$ cat src/rtl/chain_pkg.sv
package chain_pkg;

   function automatic int ring_next(input int idx, input int n);
      return (idx + 1) % n;
   endfunction

   function automatic int ring_prev(input int idx, input int n);
      return (idx + n - 1) % n;
   endfunction

   function automatic bit is_pow2(input int v);
      return (v > 0) && ((v & (v - 1)) == 0);
   endfunction

endpackage

$ cat src/rtl/chain_token.sv
module chain_token #(
   parameter bit KEEP = 1'b0
) (
   input  logic clk,
   input  logic rst_n,
   input  logic first_n,
   input  logic xi,
   input  logic last,
   output logic tok,
   output logic xo
);

   logic tok_q, xo_q;

   always_ff @(posedge clk) begin
      if (!rst_n) begin
         tok_q <= ~first_n;
         xo_q  <= 1'b0;
      end else begin
         tok_q <= KEEP ? tok_q : ((tok_q & ~last) | xi);
         xo_q  <= last & ~KEEP;
      end
   end

   assign tok = tok_q;
   assign xo  = xo_q;


   pulse_once_chk: assert property (@(posedge clk) disable iff (!rst_n)
      xo |=> !xo);


   token_dup_chk: assert property (@(posedge clk) disable iff (!rst_n)
      xi |-> !tok);

endmodule

$ cat src/rtl/chain_node.sv
module chain_node #(
   parameter int DATA_W  = 16,
   parameter int DEPTH   = 8,
   parameter bit CHAINED = 1'b1
) (
   input  logic              clk,
   input  logic              rst_n,
   input  logic              first_n,
   input  logic              wr_en,
   input  logic [DATA_W-1:0] wr_data,
   input  logic              rd_en,
   input  logic              wxi,
   input  logic              rxi,
   output logic              hf_wxo,
   output logic              rxo,
   output logic              wr_tok,
   output logic              rd_tok,
   output logic              rd_valid,
   output logic [DATA_W-1:0] rd_data,
   output logic              empty,
   output logic              full
);

   localparam int AW = (DEPTH > 1) ? $clog2(DEPTH) : 1;
   localparam int CW = AW + 1;
   localparam logic [AW-1:0] TOP_ADDR = AW'(DEPTH - 1);
   localparam logic [CW-1:0] CAP      = CW'(DEPTH);
   localparam logic [CW-1:0] HALF     = CW'(DEPTH / 2);

   logic [DATA_W-1:0] mem [DEPTH];
   logic [AW-1:0]     wptr, rptr;
   logic [CW-1:0]     cnt;
   logic              wr_fire, rd_fire, wlast, rlast;
   logic              wxo, hf;
   logic [DATA_W-1:0] rd_q;
   logic              valid_q;

   assign full    = (cnt == CAP);
   assign empty   = (cnt == '0);
   assign wr_fire = wr_en & wr_tok & ~full;
   assign rd_fire = rd_en & rd_tok & ~empty;
   assign wlast   = wr_fire & (wptr == TOP_ADDR);
   assign rlast   = rd_fire & (rptr == TOP_ADDR);

   always_ff @(posedge clk) begin
      if (wr_fire) mem[wptr] <= wr_data;
   end

   always_ff @(posedge clk) begin
      if (!rst_n) begin
         wptr    <= '0;
         rptr    <= '0;
         cnt     <= '0;
         rd_q    <= '0;
         valid_q <= 1'b0;
      end else begin
         if (wr_fire) wptr <= wlast ? '0 : wptr + 1'b1;
         if (rd_fire) rptr <= rlast ? '0 : rptr + 1'b1;
         case ({wr_fire, rd_fire})
            2'b10:   cnt <= cnt + 1'b1;
            2'b01:   cnt <= cnt - 1'b1;
            default: cnt <= cnt;
         endcase
         rd_q    <= rd_fire ? mem[rptr] : '0;
         valid_q <= rd_fire;
      end
   end

   assign rd_data  = rd_q;
   assign rd_valid = valid_q;

   chain_token #(.KEEP(!CHAINED)) u_wtok (
      .clk(clk), .rst_n(rst_n), .first_n(first_n),
      .xi(wxi), .last(wlast), .tok(wr_tok), .xo(wxo)
   );

   chain_token #(.KEEP(!CHAINED)) u_rtok (
      .clk(clk), .rst_n(rst_n), .first_n(first_n),
      .xi(rxi), .last(rlast), .tok(rd_tok), .xo(rxo)
   );

   assign hf     = (cnt > HALF);
   assign hf_wxo = CHAINED ? wxo : hf;


   no_overflow_chk: assert property (@(posedge clk) disable iff (!rst_n)
      cnt <= CAP);


   read_source_chk: assert property (@(posedge clk) disable iff (!rst_n)
      rd_valid |-> $past(rd_tok && !empty));


   idle_write_chk: assert property (@(posedge clk) disable iff (!rst_n)
      (!wr_tok && !rd_en) |=> $stable(cnt));

endmodule

$ cat src/rtl/chain_merge.sv
module chain_merge #(
   parameter int NUM_DEV = 3,
   parameter int DATA_W  = 16
) (
   input  logic [NUM_DEV-1:0]             dev_empty,
   input  logic [NUM_DEV-1:0]             dev_full,
   input  logic [NUM_DEV-1:0]             dev_valid,
   input  logic [NUM_DEV-1:0][DATA_W-1:0] dev_data,
   output logic                           empty,
   output logic                           full,
   output logic                           valid,
   output logic [DATA_W-1:0]              data
);

   assign empty = &dev_empty;
   assign full  = &dev_full;
   assign valid = |dev_valid;

   always_comb begin
      data = '0;
      for (int i = 0; i < NUM_DEV; i++) begin
         data = data | dev_data[i];
      end
   end

endmodule

$ cat src/rtl/fifo_depth_chain.sv
module fifo_depth_chain
   import chain_pkg::*;
#(
   parameter int DATA_W  = 16,
   parameter int DEPTH   = 8,
   parameter int NUM_DEV = 3
) (
   input  logic               clk,
   input  logic               rst_n,
   input  logic [NUM_DEV-1:0] first_load_n,
   input  logic               wr_en,
   input  logic [DATA_W-1:0]  wr_data,
   input  logic               rd_en,
   output logic [DATA_W-1:0]  rd_data,
   output logic               rd_valid,
   output logic               empty,
   output logic               full,
   output logic               half_full,
   output logic [NUM_DEV-1:0] wr_tok,
   output logic [NUM_DEV-1:0] rd_tok
);

   localparam bit CHAINED = (NUM_DEV > 1);

   if (NUM_DEV < 1) begin : g_bad_count
      $error("NUM_DEV must be at least 1");
   end
   if (DEPTH < 2 || !is_pow2(DEPTH)) begin : g_bad_depth
      $error("DEPTH must be a power of two of at least 2");
   end
   if (DATA_W < 1) begin : g_bad_width
      $error("DATA_W must be positive");
   end

   logic [NUM_DEV-1:0]             hf_wxo, rxo, wxi, rxi;
   logic [NUM_DEV-1:0]             dev_empty, dev_full, dev_valid;
   logic [NUM_DEV-1:0][DATA_W-1:0] dev_data;

   for (genvar g = 0; g < NUM_DEV; g++) begin : g_dev
      assign wxi[g] = CHAINED ? hf_wxo[ring_prev(g, NUM_DEV)] : 1'b0;
      assign rxi[g] = CHAINED ? rxo[ring_prev(g, NUM_DEV)]    : 1'b0;

      chain_node #(
         .DATA_W(DATA_W), .DEPTH(DEPTH), .CHAINED(CHAINED)
      ) u_node (
         .clk(clk), .rst_n(rst_n), .first_n(first_load_n[g]),
         .wr_en(wr_en), .wr_data(wr_data), .rd_en(rd_en),
         .wxi(wxi[g]), .rxi(rxi[g]),
         .hf_wxo(hf_wxo[g]), .rxo(rxo[g]),
         .wr_tok(wr_tok[g]), .rd_tok(rd_tok[g]),
         .rd_valid(dev_valid[g]), .rd_data(dev_data[g]),
         .empty(dev_empty[g]), .full(dev_full[g])
      );

      if (CHAINED) begin : g_ring_chk

         wr_drop_pulse_chk: assert property (@(posedge clk) disable iff (!rst_n)
            $fell(wr_tok[g]) |-> hf_wxo[g]);

         wr_handoff_chk: assert property (@(posedge clk) disable iff (!rst_n)
            hf_wxo[g] |=> wr_tok[ring_next(g, NUM_DEV)]);

         rd_handoff_chk: assert property (@(posedge clk) disable iff (!rst_n)
            rxo[g] |=> rd_tok[ring_next(g, NUM_DEV)]);
      end
   end

   chain_merge #(.NUM_DEV(NUM_DEV), .DATA_W(DATA_W)) u_merge (
      .dev_empty(dev_empty), .dev_full(dev_full),
      .dev_valid(dev_valid), .dev_data(dev_data),
      .empty(empty), .full(full), .valid(rd_valid), .data(rd_data)
   );

   assign half_full = (NUM_DEV == 1) ? hf_wxo[0] : 1'b0;


   one_writer_chk: assert property (@(posedge clk) disable iff (!rst_n)
      $onehot0(wr_tok));


   one_reader_chk: assert property (@(posedge clk) disable iff (!rst_n)
      $onehot0(rd_tok));


   one_source_chk: assert property (@(posedge clk) disable iff (!rst_n)
      $onehot0(dev_valid));

endmodule

$ cat config.mk
export PLATFORM = sky130hd
export DESIGN_NAME = fifo_depth_chain
export DESIGN_NICKNAME = d
export VERILOG_FILES = /design/src/rtl/chain_pkg.sv /design/src/rtl/chain_token.sv /design/src/rtl/chain_node.sv /design/src/rtl/chain_merge.sv /design/src/rtl/fifo_depth_chain.sv
export SDC_FILE = /design/constraint.sdc
export NUM_CORES = 1
export LEC_CHECK = 0
export BUFFER_PORTS_ARGS = -buffer_cell sky130_fd_sc_hd__buf_2
export CAP_MARGIN = 20
export CORE_MARGIN = 8
export CORE_UTILIZATION = 50
export DETAILED_ROUTE_END_ITERATION = 16
export PLACE_DENSITY_LB_ADDON = 0.2
export SETUP_SLACK_MARGIN = 0.02
export SYNTH_ARGS = -nofsm -noshare
export SYNTH_HDL_FRONTEND = slang
export SYNTH_SLANG_ARGS = --single-unit
$ cat constraint.sdc
create_clock -name clk -period 7.03 [get_ports clk]
set_clock_uncertainty 0.05 [all_clocks]
set_input_delay 0.703 -clock clk [delete_from_list [all_inputs] [get_ports clk]]
set_output_delay 0.703 -clock clk [all_outputs]
set_load 0.02 [all_outputs]
# == Word-level counts from Yosys, hierarchy flattened ==
# Memory sizes are Yosys's and may differ from the RTL's. A register that Yosys moved wholly into a read port is not among the register bits.
# Index checks and enable logic that the tools add are counted.
# totals
memories,3
out_inout_bits,26
mem_bits_rw,384
regBits,45
in_bits,23
# memory_table
memory,words,word_bits,read_ports,rd_ports_with_merged_regs,write_ports,line,text
g_dev[0].u_node.mem,8,16,1,1,1,chain_node.sv:30,logic [DATA_W-1:0] mem [DEPTH];
g_dev[1].u_node.mem,8,16,1,1,1,chain_node.sv:30,
g_dev[2].u_node.mem,8,16,1,1,1,chain_node.sv:30,
# classes
reduce_logical,15
n_eq_ne,15
addsub,12
mux,21
bitwise,47
# op_table
operator,n
$or 16x16->16,2
$and 1x1->1,24
$pmux 4 s2,3
$add 3x1->3 const B,6
$eq 3x3->1 const B,6
$mux 3,6
$not 1->1,15
$add 4x1->4 const B,3
$eq 4x4->1 const B,3
$logic_not 4->1,3
$mux 1,12
$sub 4x1->4 const B,3
$eq 2x1->1 const B,3
$eq 2x2->1 const B,3
$or 1x1->1,6
$reduce_and 2->1,3
$reduce_and 3->1,2
$reduce_bool 2->1,3
$logic_not 1->1,3
$reduce_or 3->1,1

# == Longest topological paths before layout ==
# Gate-level depths: netlist of run 1.
# logic_depth
word_depth,8
mapped_depth,11
mapped_depth_nobuf,10

# == By module ==
# From an unflattened synthesis of run 1, not the netlist that was laid out.
# unflattened
hier_cells,964
area_unflattened_um2,18460.2
# modules_own_cells
mod,cells_each,n_inst,seq_area_each_um2,area_per_inst_um2
chain_node at g_dev[0].u_node,300,1,4384.2,5977.0
chain_node at g_dev[1].u_node,301,1,4384.2,5973.2
chain_node at g_dev[2].u_node,300,1,4384.2,5967.0
chain_token,7,6,40.0,68.8
chain_merge,19,1,0.0,118.9
fifo_depth_chain,2,1,0.0,11.3

# == Worst setup path after synthesis of run 1 ==
# OpenSTA, ideal clock, no wires.
# synth_timing
path_type,input to register
from,input wr_en
to,"memory g_dev[1].u_node.mem[2][0], enable pin"
required_ns,6.544
path_buffers,0
setup_time_ns,0.436
arrival_time_ns,2.853
path_stages,4
path_slack_ns,3.691
cell_sequence,nand2_1 -> nor2_2 -> inv_2 -> nor4b_1
# synth_between
elab_chain_cells,4
# synth_rtl
element,line,text
"start, declared",fifo_depth_chain.sv:11,"input logic wr_en,"
$and 1x1->1 (2 in a row),chain_node.sv:40,assign wr_fire = wr_en & wr_tok & ~full;
$mux 1,chain_node.sv:46,if (wr_fire) mem[wptr] <= wr_data;
$mux 1 (implied by the code),chain_node.sv:46,
"end, declared",chain_node.sv:30,
# No other way between the ends.

# == Worst setup path after layout of run 1 ==
# layout_timing
from,register g_dev[1].u_node.cnt[1]
to,output empty
# layout_between
elab_chain_cells,2
# layout_rtl
element,line,text
"start, declared",chain_node.sv:32,logic [CW-1:0] cnt;
"start signal, assigned",chain_node.sv:60,2'b10: cnt <= cnt + 1'b1;
"start signal, assigned",chain_node.sv:61,2'b01: cnt <= cnt - 1'b1;
"start signal, assigned",chain_node.sv:62,default: cnt <= cnt;
$logic_not 4->1,chain_node.sv:39,assign empty = (cnt == '0);
$reduce_and 3->1,chain_merge.sv:15,assign empty = &dev_empty;
"end, declared",fifo_depth_chain.sv:16,"output logic empty,"
# No other way between the ends.

==> out/results.tsv, run 1 <==
metric	value	unit
outcome	finished clean	
cts_setup_buffers	0	
holdCritPathClass	reg2reg	
grt_use_total	0.183	
worstSetupStartpointType	flip-flop	
gp_congestion	0.781	
grt_pass1_vias	9118	
synth_area_per_cell	18.8	µm²
hp-start	g_dev[1].u_node.u_rtok.xo	
die_h	206	µm
setup_violations	0	
max_freq	0.350	GHz
antenna_found_initial	3	
crit_slowest_cell	or4_4	
grt_overflow	0	
slowest_delay	0.56	ns
ctsHoldBuffers	0	
multi_input_area	4520	µm²
fin_cells	1543	
ys_seq_area_frac	0.739	
layout_commonest_cell	edfxtp_1	
relSlewSlack	0.319	
r2r_start	g_dev[1].u_node.cnt[1]	
synth_area	18100	µm²
syn_nets	1009	
synthDistinctLibCells	53	
hold_violations	0	
via_per_inst	5.75	
rsz0062_at_grt	no	
power.share.sequential	0.501	
grt_first_pass_wirelength	57300	µm
wl_per_cell	24.8	µm
p_int	4.93	mW
final_nets	1085	
drc	0	
drt_iter0_markers	642	
ioPinCount	49	
layout_common_cells	edfxtp_1, mux4_2, dfxtp_1, nor2_1, mux2i_1	
min_period	2.86	ns
die_area	42600	µm²
cts_made_buffers	47	
vias	8869	
worstPathCellList	or4_4, nor4_1, buf_2	
async_reset_ff_frac	0	
num_rows	69	
fin_crit_sh	0.406	
drt_wl_total	38300	µm
cts_tree	built	
syn_inst	966	
synthFlopType	edfxtp_1	
cts_buffer_depth	3	
coreArea	35700	µm²
die_w	206	µm
p_switching	1.47	mW
initial_core_util	0.508	
yosysWarningCount	0	
vdd_drop_max	0.000230	V
final_antenna_net_count	0	
synth-seq-cells	477	
critPathKind	reg2out	
cp.arrival	2.10	ns
portBuffers	47	
seq_area	13400	µm²
crit_path_start	g_dev[1].u_node.cnt[1]	
drive_gt1_frac	0.267	
cts_resized	0	
placedCellCount	1452	
clock-sinks	477	
finalSetupTns	0	ns
grt_max_degree	37	
cp_max_fo	9	
required	6.28	ns
area_growth	13.9	%
synth_edf_count	384	
slew_viol_final	0	
pwr-share-comb	0.106	
switching_share	0.230	
root_buffer	clkbuf_16	
critPathCaptureType	primary output	
power.density	310	nW/µm²
worstMarginPinSlew	1.02	ns
maxCapViolCount	0	
fill_cells	2645	
clockPowerShare	0.393	
p_leak	6.81	nW
dp_hpwl	21800	µm
clk_pin_slew	0.06	ns
clk_latency	0.56	ns
first_pass_iters	5	
htree_levels	2	
worst max-delay path, delay by kind of cell, from the launching register on:
family,cells,cell delay (ns)
buffers and inverters,1,0.24
and+or+nand+nor,2,0.91
DFF,1,0.40
sequential cells by signal, summed over array words and instances (netlist names):
| signal | count |
|---|---|
| g_dev.u_node.mem | 384 |
| g_dev.u_node.rd_data | 48 |
| g_dev.u_node.cnt | 12 |
| g_dev.u_node.rptr | 9 |
| g_dev.u_node.wptr | 9 |
| g_dev.u_node.rd_valid | 3 |
| g_dev.u_node.u_rtok.tok | 3 |
| g_dev.u_node.u_rtok.xo | 3 |
| g_dev.u_node.u_wtok.tok | 3 |
| g_dev.u_node.u_wtok.xo | 3 |
power groups by stage:
| stage | registers, mW | logic, mW | clock network, mW |
|---|---|---|---|
| 4_1_cts | 3.20 | 0.691 | 2.57 |
| 2_1_floorplan | 3.23 | 0.522 | 0 |
| 3_3_place_gp | 3.26 | 0.681 | 0 |
| 5_1_grt | 3.21 | 0.743 | 2.67 |
| 3_5_place_dp | 3.26 | 0.688 | 0 |
| 6_report | 3.20 | 0.678 | 2.52 |
Yosys cell counts, drive strengths merged (2+ instances only):
cell type    n  area share
mux4        96        0.12
nor2b        5      0.0017
and3         4      0.0014
buf         31       0.011
or3         24      0.0083
o31a         6      0.0030
nand2b       7      0.0028
clkbuf      22      0.0046
dfxtp       93        0.10
nand3b       6      0.0025
nor2        66       0.014
nor4         4      0.0014
o41a         2      0.0012
nand3        8      0.0022
ha          20       0.014
and2         2     0.00083
a21oi       25      0.0075
a21boi       6      0.0027
nor4b        8      0.0042
nor3b        7      0.0029
o21ai        6      0.0017
nand2       39      0.0093
inv         10      0.0021
mux2i       57       0.031
edfxtp     384        0.64
nor3         9      0.0025
xor2         7      0.0034
logic make-up after synthesis:
logic type / synth area share
AO/OA/AOI/OAI: 0.0182
XOR/XNOR: 0.00338
adder cells (fa/ha/maj): 0.0138
buffers and inverters: 0.0180
flip-flops: 0.739
multiplexers: 0.151
other: 0.000207
AND/OR/NAND/NOR: 0.0563
cell type report:
cell class / instances / share of cell area
clock inverters: 22 / 0.0119
inverters: 11 / 0.00200
flip-flops and latches: 477 / 0.649
well taps: 461 / 0.0280
diodes: 1 / 0.000121
multi-input cells: 425 / 0.219
repair buffers: 80 / 0.0247
clock buffers: 66 / 0.0651
stage by stage:
stage | hold slack, ns | instance area (µm²) | power [mW] | setup slack [ns] | util
after floorplan | 0.377 | 18100 | 3.75 | 3.69 | -
after global placement | 0.385 | 19000 | 3.94 | 4.21 | 0.533
after detailed placement | 0.391 | 19000 | 3.95 | 4.18 | 0.533
after CTS | 0.375 | 20600 | 6.46 | 4.15 | 0.577
after global routing | 0.391 | 20600 | 6.62 | 4.07 | 0.579
final | 0.399 | 20600 | 6.40 | 4.17 | 0.579
metal layers:
metal / wire length [µm] / track usage / share of wire
met1: 17100 / 0.257 / 0.45
met2: 18600 / 0.299 / 0.49
met3: 1930 / 0.0287 / 0.050
met4: 682 / 0.0473 / 0.018
met5: 12 / 0 / 0.00031
worst paths after layout:
kind	to	slack, ns	cells after the start
setup reg to reg	g_dev[1].u_node.cnt[2]	4.42	9
hold reg to reg	g_dev[2].u_node.u_rtok.tok	0.40	1
setup / recovery	empty	4.17	3
hold / removal	g_dev[2].u_node.u_rtok.tok	0.40	1
(Power assumes the default switching activity.)
==> run 2, diff against run 1 <==
Settings changed: ABC_AREA set to 1.
Clock period 7.03 ns to 2.91 ns, I/O delays scaled along.
==> run 2 against run 1 <==
Die area up 1.0%. Routed wire length up 17%. Synthesized cell count up 55%. Clock power up 130%. Sequential cell count unchanged. Sequential share of layout area down 0.14 points. Largest cell class unchanged. Sequential power up 140%. Cell area up 0.22%. Global-route usage up 2.4 points. Core utilization down 0.97 points.
==> out/results.tsv, run 2 <==
metric	value	unit
ys_seq_area_frac	0.731	
seq_area	13400	µm²
yosysWarningCount	0	
p_leak	7.36	nW
cts_resized	0	
worstMarginPinSlew	0.767	ns
final_nets	1608	
antenna_found_initial	3	
yosysMostFrequentCell	edfxtp_1	
hold_end	g_dev[2].u_node.rd_valid	
via_per_inst	5.67	
gp_congestion	0.864	
hold_depth	3	
rsz0062_at_grt	no	
synth_commonest_cells	edfxtp_1, nor2_1, o21ai_0	
synthDistinctLibCells	34	
worstPathCellList	nor2_1, nand3_1, nand3_1, ha_1, xor2_1, ha_1, a21oi_1, xnor2_1, o21ai_0, inv_1	
grt_first_pass_wirelength	68600	µm
async_reset_ff_frac	0	
clock-sinks	477	
drive_gt1_frac	0.118	
synthXorXnorAreaFrac	0.00430	
slowest_delay	0.42	ns
switching_share	0.248	
synth_area_per_cell	12.2	µm²
vdd_drop_max	0.000550	V
fill_cells	2901	
synth-compound-area-share	0.115	
cts_made_buffers	48	
ioPinCount	49	
drt_iter0_markers	1058	
crit_slowest_cell	dfxtp_1	
clk_pin_slew	0.06	ns
cp.arrival	2.70	ns
dp_hpwl	26600	µm
htree_levels	2	
clockPowerShare	0.389	
setup_violations	0	
largest_reg_flops	384	
grt_max_degree	66	
p_total	15.2	mW
max_freq	0.438	GHz
fin_crit_sh	0.784	
maxCapViolCount	0	
slew_viol_final	0	
required	3.33	ns
finalSetupTns	0	ns
reg2reg_slack	0.63	ns
root_buffer	clkbuf_16	
reg2reg_depth	10	
power.share.sequential	0.505	
synth_area	18300	µm²
vias	11800	
yosysTopAreaCellShare	0.629	
ctsHoldBuffers	3	
synthAdderAreaFrac	0.0137	
r2r_end	g_dev[0].u_node.cnt[2]	
muxShareOfSynthArea	0.000546	
initial_core_util	0.504	
wl_per_cell	21.6	µm
drc	0	
relSlewSlack	0.485	
area_growth	12.9	%
grt_use_total	0.207	
r2r_start	g_dev[0].u_node.cnt[0]	
holdCritPathClass	in2reg	
cts_buffer_depth	3	
critPathCaptureType	flip-flop	
die_h	207	µm
outcome	finished clean	
layout_common_cells	edfxtp_1, nor2_1, o21ai_0, nand2_1, dfxtp_1	
synthFlopType	edfxtp_1	
num_rows	70	
clk_latency	0.58	ns
synthSimpleGateAreaFrac	0.101	
critPathKind	reg2reg	
coreArea	36300	µm²
pwr-share-comb	0.105	
p_switching	3.76	mW
syn_inst	1502	
holdWs	0.0825	ns
min_period	2.28	ns
worstSetupStartpointType	flip-flop	
synth_edf_count	384	
synth_top_family_by_area	compound AO/OA/AOI/OAI gates	
yosys-top-cells-area	edfxtp_1, dfxtp_1, o21ai_0	
hp-start	rd_en	
p_int	11.4	mW
die_w	207	µm
syn_nets	1545	
grt_pass1_vias	11400	
power.density	733	nW/µm²
cts_setup_buffers	0	
die_area	43000	µm²
cp_max_fo	9	
cts_tree	built	
synth_top_area_cell	edfxtp_1	
largest_register	g_dev.u_node.mem	
synth-seq-cells	477	
multi_input_area	4310	µm²
grt_overflow	0	
first_pass_iters	5	
hold_violations	0	
portBuffers	47	
layout_commonest_cell	edfxtp_1	
drt_wl_total	44800	µm
final_antenna_net_count	0	
run 2: changes by cell type in the layout (fill, tap and decap cells not counted), moves of 33 or more:
cell     before  now
nand2_1      36  117
a21oi_1      22   55
inv_1         7   48
mux4_2       96    0
mux2i_1      57    1
o21ai_0       6  228
nor2_1       63  281
o22ai_1       0   64
run 2: stage by stage:
step,worst slack (ns),std cells,cell area [µm²],util
final,0.628,2073,20700,0.569
after global routing,0.340,2073,20700,0.569
after CTS,0.661,2072,20700,0.569
after detailed placement,0.686,1980,19100,0.527
after global placement,0.745,1980,19100,0.527
after floorplan,0.782,1502,18300,-
run 2: layout make-up:
cell class	count	share of cell area
Timing Repair Buffer	97	0.0317
Clock inverter	20	0.00780
Multi-Input combinational cell	882	0.209
Clock buffer	69	0.0649
Tap cell	468	0.0283
Inverter	59	0.0108
Sequential cell	477	0.648
Antenna cell	1	0.000121
run 2: how the worst max path moves through the flow:
stage / start / end / slack (ns) / depth (start not counted)
floorplan: g_dev[0].u_node.cnt[0] / g_dev[0].u_node.mem[1][0] / 0.78 / 6
global placement: g_dev[1].u_node.rptr[0] / g_dev[1].u_node.rd_data[12] / 0.74 / 6
detailed placement: g_dev[0].u_node.cnt[0] / g_dev[0].u_node.cnt[2] / 0.69 / 10
CTS: g_dev[0].u_node.cnt[0] / g_dev[0].u_node.cnt[2] / 0.66 / 10
global route: g_dev[0].u_node.cnt[0] / g_dev[0].u_node.cnt[2] / 0.34 / 10
finish: g_dev[0].u_node.cnt[0] / g_dev[0].u_node.cnt[2] / 0.63 / 10
run 2: metal layers:
| metal | up-vias | global-route usage | share of wire |
|---|---|---|---|
| li1 | 5500 | - | - |
| met1 | 5756 | 0.284 | 0.43 |
| met2 | 413 | 0.322 | 0.45 |
| met3 | 92 | 0.0451 | 0.083 |
| met4 | 2 | 0.0772 | 0.034 |
| met5 | - | 0 | 0.00029 |
run 2: power by group through the flow:
stage               clock (mW)  sequential, mW  combinational, mW
finish                    5.90            7.66               1.59
global route              6.27            7.68               1.78
CTS                       6.01            7.66               1.60
detailed placement           0            7.81               1.59
global placement             0            7.80               1.56
floorplan                    0            7.74               1.10
run 2: cells by family (layout without fill, tap and decap cells):
logic type | after synthesis | count (layout)
AO/OA/AOI/OAI | 391 | 391
multiplexers | 1 | 1
buffers and inverters | 143 | 245
flip-flops | 477 | 477
adder cells (fa/ha/maj) | 20 | 20
XOR/XNOR | 9 | 9
AND/OR/NAND/NOR | 460 | 460
other | 1 | 2
run 2: critical path: cells and delay by family (launching register included):
kind,cells,cell delay (ns)
AO/OA/AOI/OAI,2,0.19
AND/OR/NAND/NOR,3,0.46
buffers and inverters,1,0.05
adder cells (fa/ha/maj),2,0.59
flip-flops,1,0.42
XOR/XNOR,2,0.40
==> run 3, diff against run 2 <==
Clock period 2.91 ns to 2.35 ns, I/O delays scaled along.
==> run 3 against run 2 <==
Register-to-register slack got worse by 0.36 ns. Clock-buffer cell count fell by 13. Routed wire length down 1.3%. Die area unchanged. Sequential cell count did not move. Sequential power is 24% higher. Maximum frequency is 9.5% higher. Largest cell class unchanged. Highest routed layer is now met4.
==> out/results.tsv, run 3 (synthesis results as in run 2) <==
metric	value	unit
area_growth	13.9	%
relSlewSlack	0.584	
critPathCaptureType	flip-flop	
antenna_found_initial	0	
htree_levels	2	
hold_depth	3	
p_leak	7.46	nW
dp_hpwl	26800	µm
die_h	207	µm
final_antenna_net_count	0	
seq_area	13400	µm²
root_buffer	clkbuf_16	
switching_share	0.247	
coreArea	36300	µm²
worstMarginPinSlew	0.620	ns
cp_max_fo	5	
vdd_drop_max	0.000651	V
grt_use_total	0.201	
finalSetupTns	0	ns
grt_overflow	0	
largest_reg_flops	384	
setup_violations	0	
p_int	14.5	mW
reg2reg_depth	11	
critPathKind	reg2reg	
largest_register	g_dev.u_node.mem	
max_freq	0.480	GHz
drive_gt1_frac	0.132	
cts_buffer_depth	3	
die_w	207	µm
fin_crit_sh	0.886	
holdWs	0.0731	ns
cts_made_buffers	46	
cts_tree	built	
cts_setup_buffers	0	
first_pass_iters	6	
final_core_util	0.574	
hold_violations	0	
vias	11800	
initial_core_util	0.504	
clk_pin_slew	0.06	ns
min_period	2.08	ns
via_per_inst	5.66	
pwr-share-comb	0.108	
drt_iter0_markers	1049	
clock-sinks	477	
grt_max_degree	67	
timing.final.ws_setup	0.267	ns
maxCapViolCount	0	
pre_cts_slack	0.339	ns
layout_commonest_cell	edfxtp_1	
p_total	19.2	mW
worstSetupStartpointType	flip-flop	
wl_per_cell	21.3	µm
drc	0	
cp.arrival	2.47	ns
power.share.sequential	0.493	
clk_latency	0.56	ns
p_switching	4.74	mW
outcome	finished clean	
grt_pass1_vias	11200	
layout_common_cells	edfxtp_1, nor2_1, o21ai_0, nand2_1, dfxtp_1	
diodes	0	
fill_cells	2889	
die_area	43000	µm²
portBuffers	47	
rsz0062_at_grt	no	
grt_first_pass_wirelength	67200	µm
drt_wl_total	44200	µm
num_rows	70	
required	2.74	ns
gp_congestion	0.804	
power.density	920	nW/µm²
holdCritPathClass	in2reg	
ioPinCount	49	
final_nets	1617	
multi_input_area	4320	µm²
clockPowerShare	0.399	
slew_viol_final	0	
==> run 3: changes by cell type in the layout (fill, tap and decap cells not counted), sizes merged <==
cell      change
clkinvlp      +3
clkinv        +5
bufinv        +4
inv           -2
buf          +11
diode         -1
clkbuf       -13
==> run 3: area by class of cell <==
| cell class | instances | area share |
|---|---|---|
| clock inverter | 30 | 0.0161 |
| tap | 468 | 0.0281 |
| inverter | 59 | 0.0107 |
| clock buffer | 56 | 0.0604 |
| sequential | 477 | 0.642 |
| multi-input combinational | 882 | 0.207 |
| timing repair buffer | 108 | 0.0354 |
==> run 3: power by group through the flow <==
stage / Clock, mW / Sequential [mW] / Combinational (mW)
after CTS: 7.77 / 9.47 / 2.07
final: 7.66 / 9.47 / 2.07
after detailed placement: 0 / 9.65 / 2.05
after global placement: 0 / 9.65 / 2.02
after global routing: 8.10 / 9.49 / 2.31
after floorplan: 0 / 9.58 / 1.36
==> run 3: worst max-delay path, stage by stage (launching register included) <==
cell	delay, ns
dfxtp_1	0.38
nor2_2	0.15
nand3_1	0.12
nand3_2	0.09
inv_1	0.06
ha_1	0.24
xor2_2	0.18
ha_1	0.19
a21oi_1	0.16
xnor2_1	0.09
o21ai_0	0.18
inv_1	0.07
==> run 3: path summary, 6_finish.rpt <==
| kind | slack [ns] | endpoint | startpoint |
|---|---|---|---|
| hold reg to reg | 0.41 | g_dev[1].u_node.u_wtok.tok | g_dev[0].u_node.u_wtok.xo |
| hold / removal | 0.07 | g_dev[2].u_node.cnt[0] | rst_n |
| setup reg to reg | 0.27 | g_dev[0].u_node.cnt[2] | g_dev[0].u_node.cnt[1] |
| setup / recovery | 0.27 | g_dev[0].u_node.cnt[2] | g_dev[0].u_node.cnt[1] |
==> run 3: per-layer routing <==
layer | wire length (µm) | global-route usage
met1 | 20000 | 0.289
met2 | 20200 | 0.313
met3 | 3040 | 0.0309
met4 | 959 | 0.0601
met5 | 0 | 0
==> run 3: metrics by stage <==
| stage | cell area, µm² | instances |
|---|---|---|
| detailed placement | 19200 | 1991 |
| global placement | 19200 | 1991 |
| global route | 20900 | 2080 |
| CTS | 20900 | 2080 |
| finish | 20900 | 2080 |
| floorplan | 18300 | 1502 |
==> run 3: repair_timing <==
item	4_1_cts	5_1_grt
gates resized for setup	0	2
hold buffers	3	0
endpoints found under the setup margin	0	1
endpoints found under the hold margin	6	0
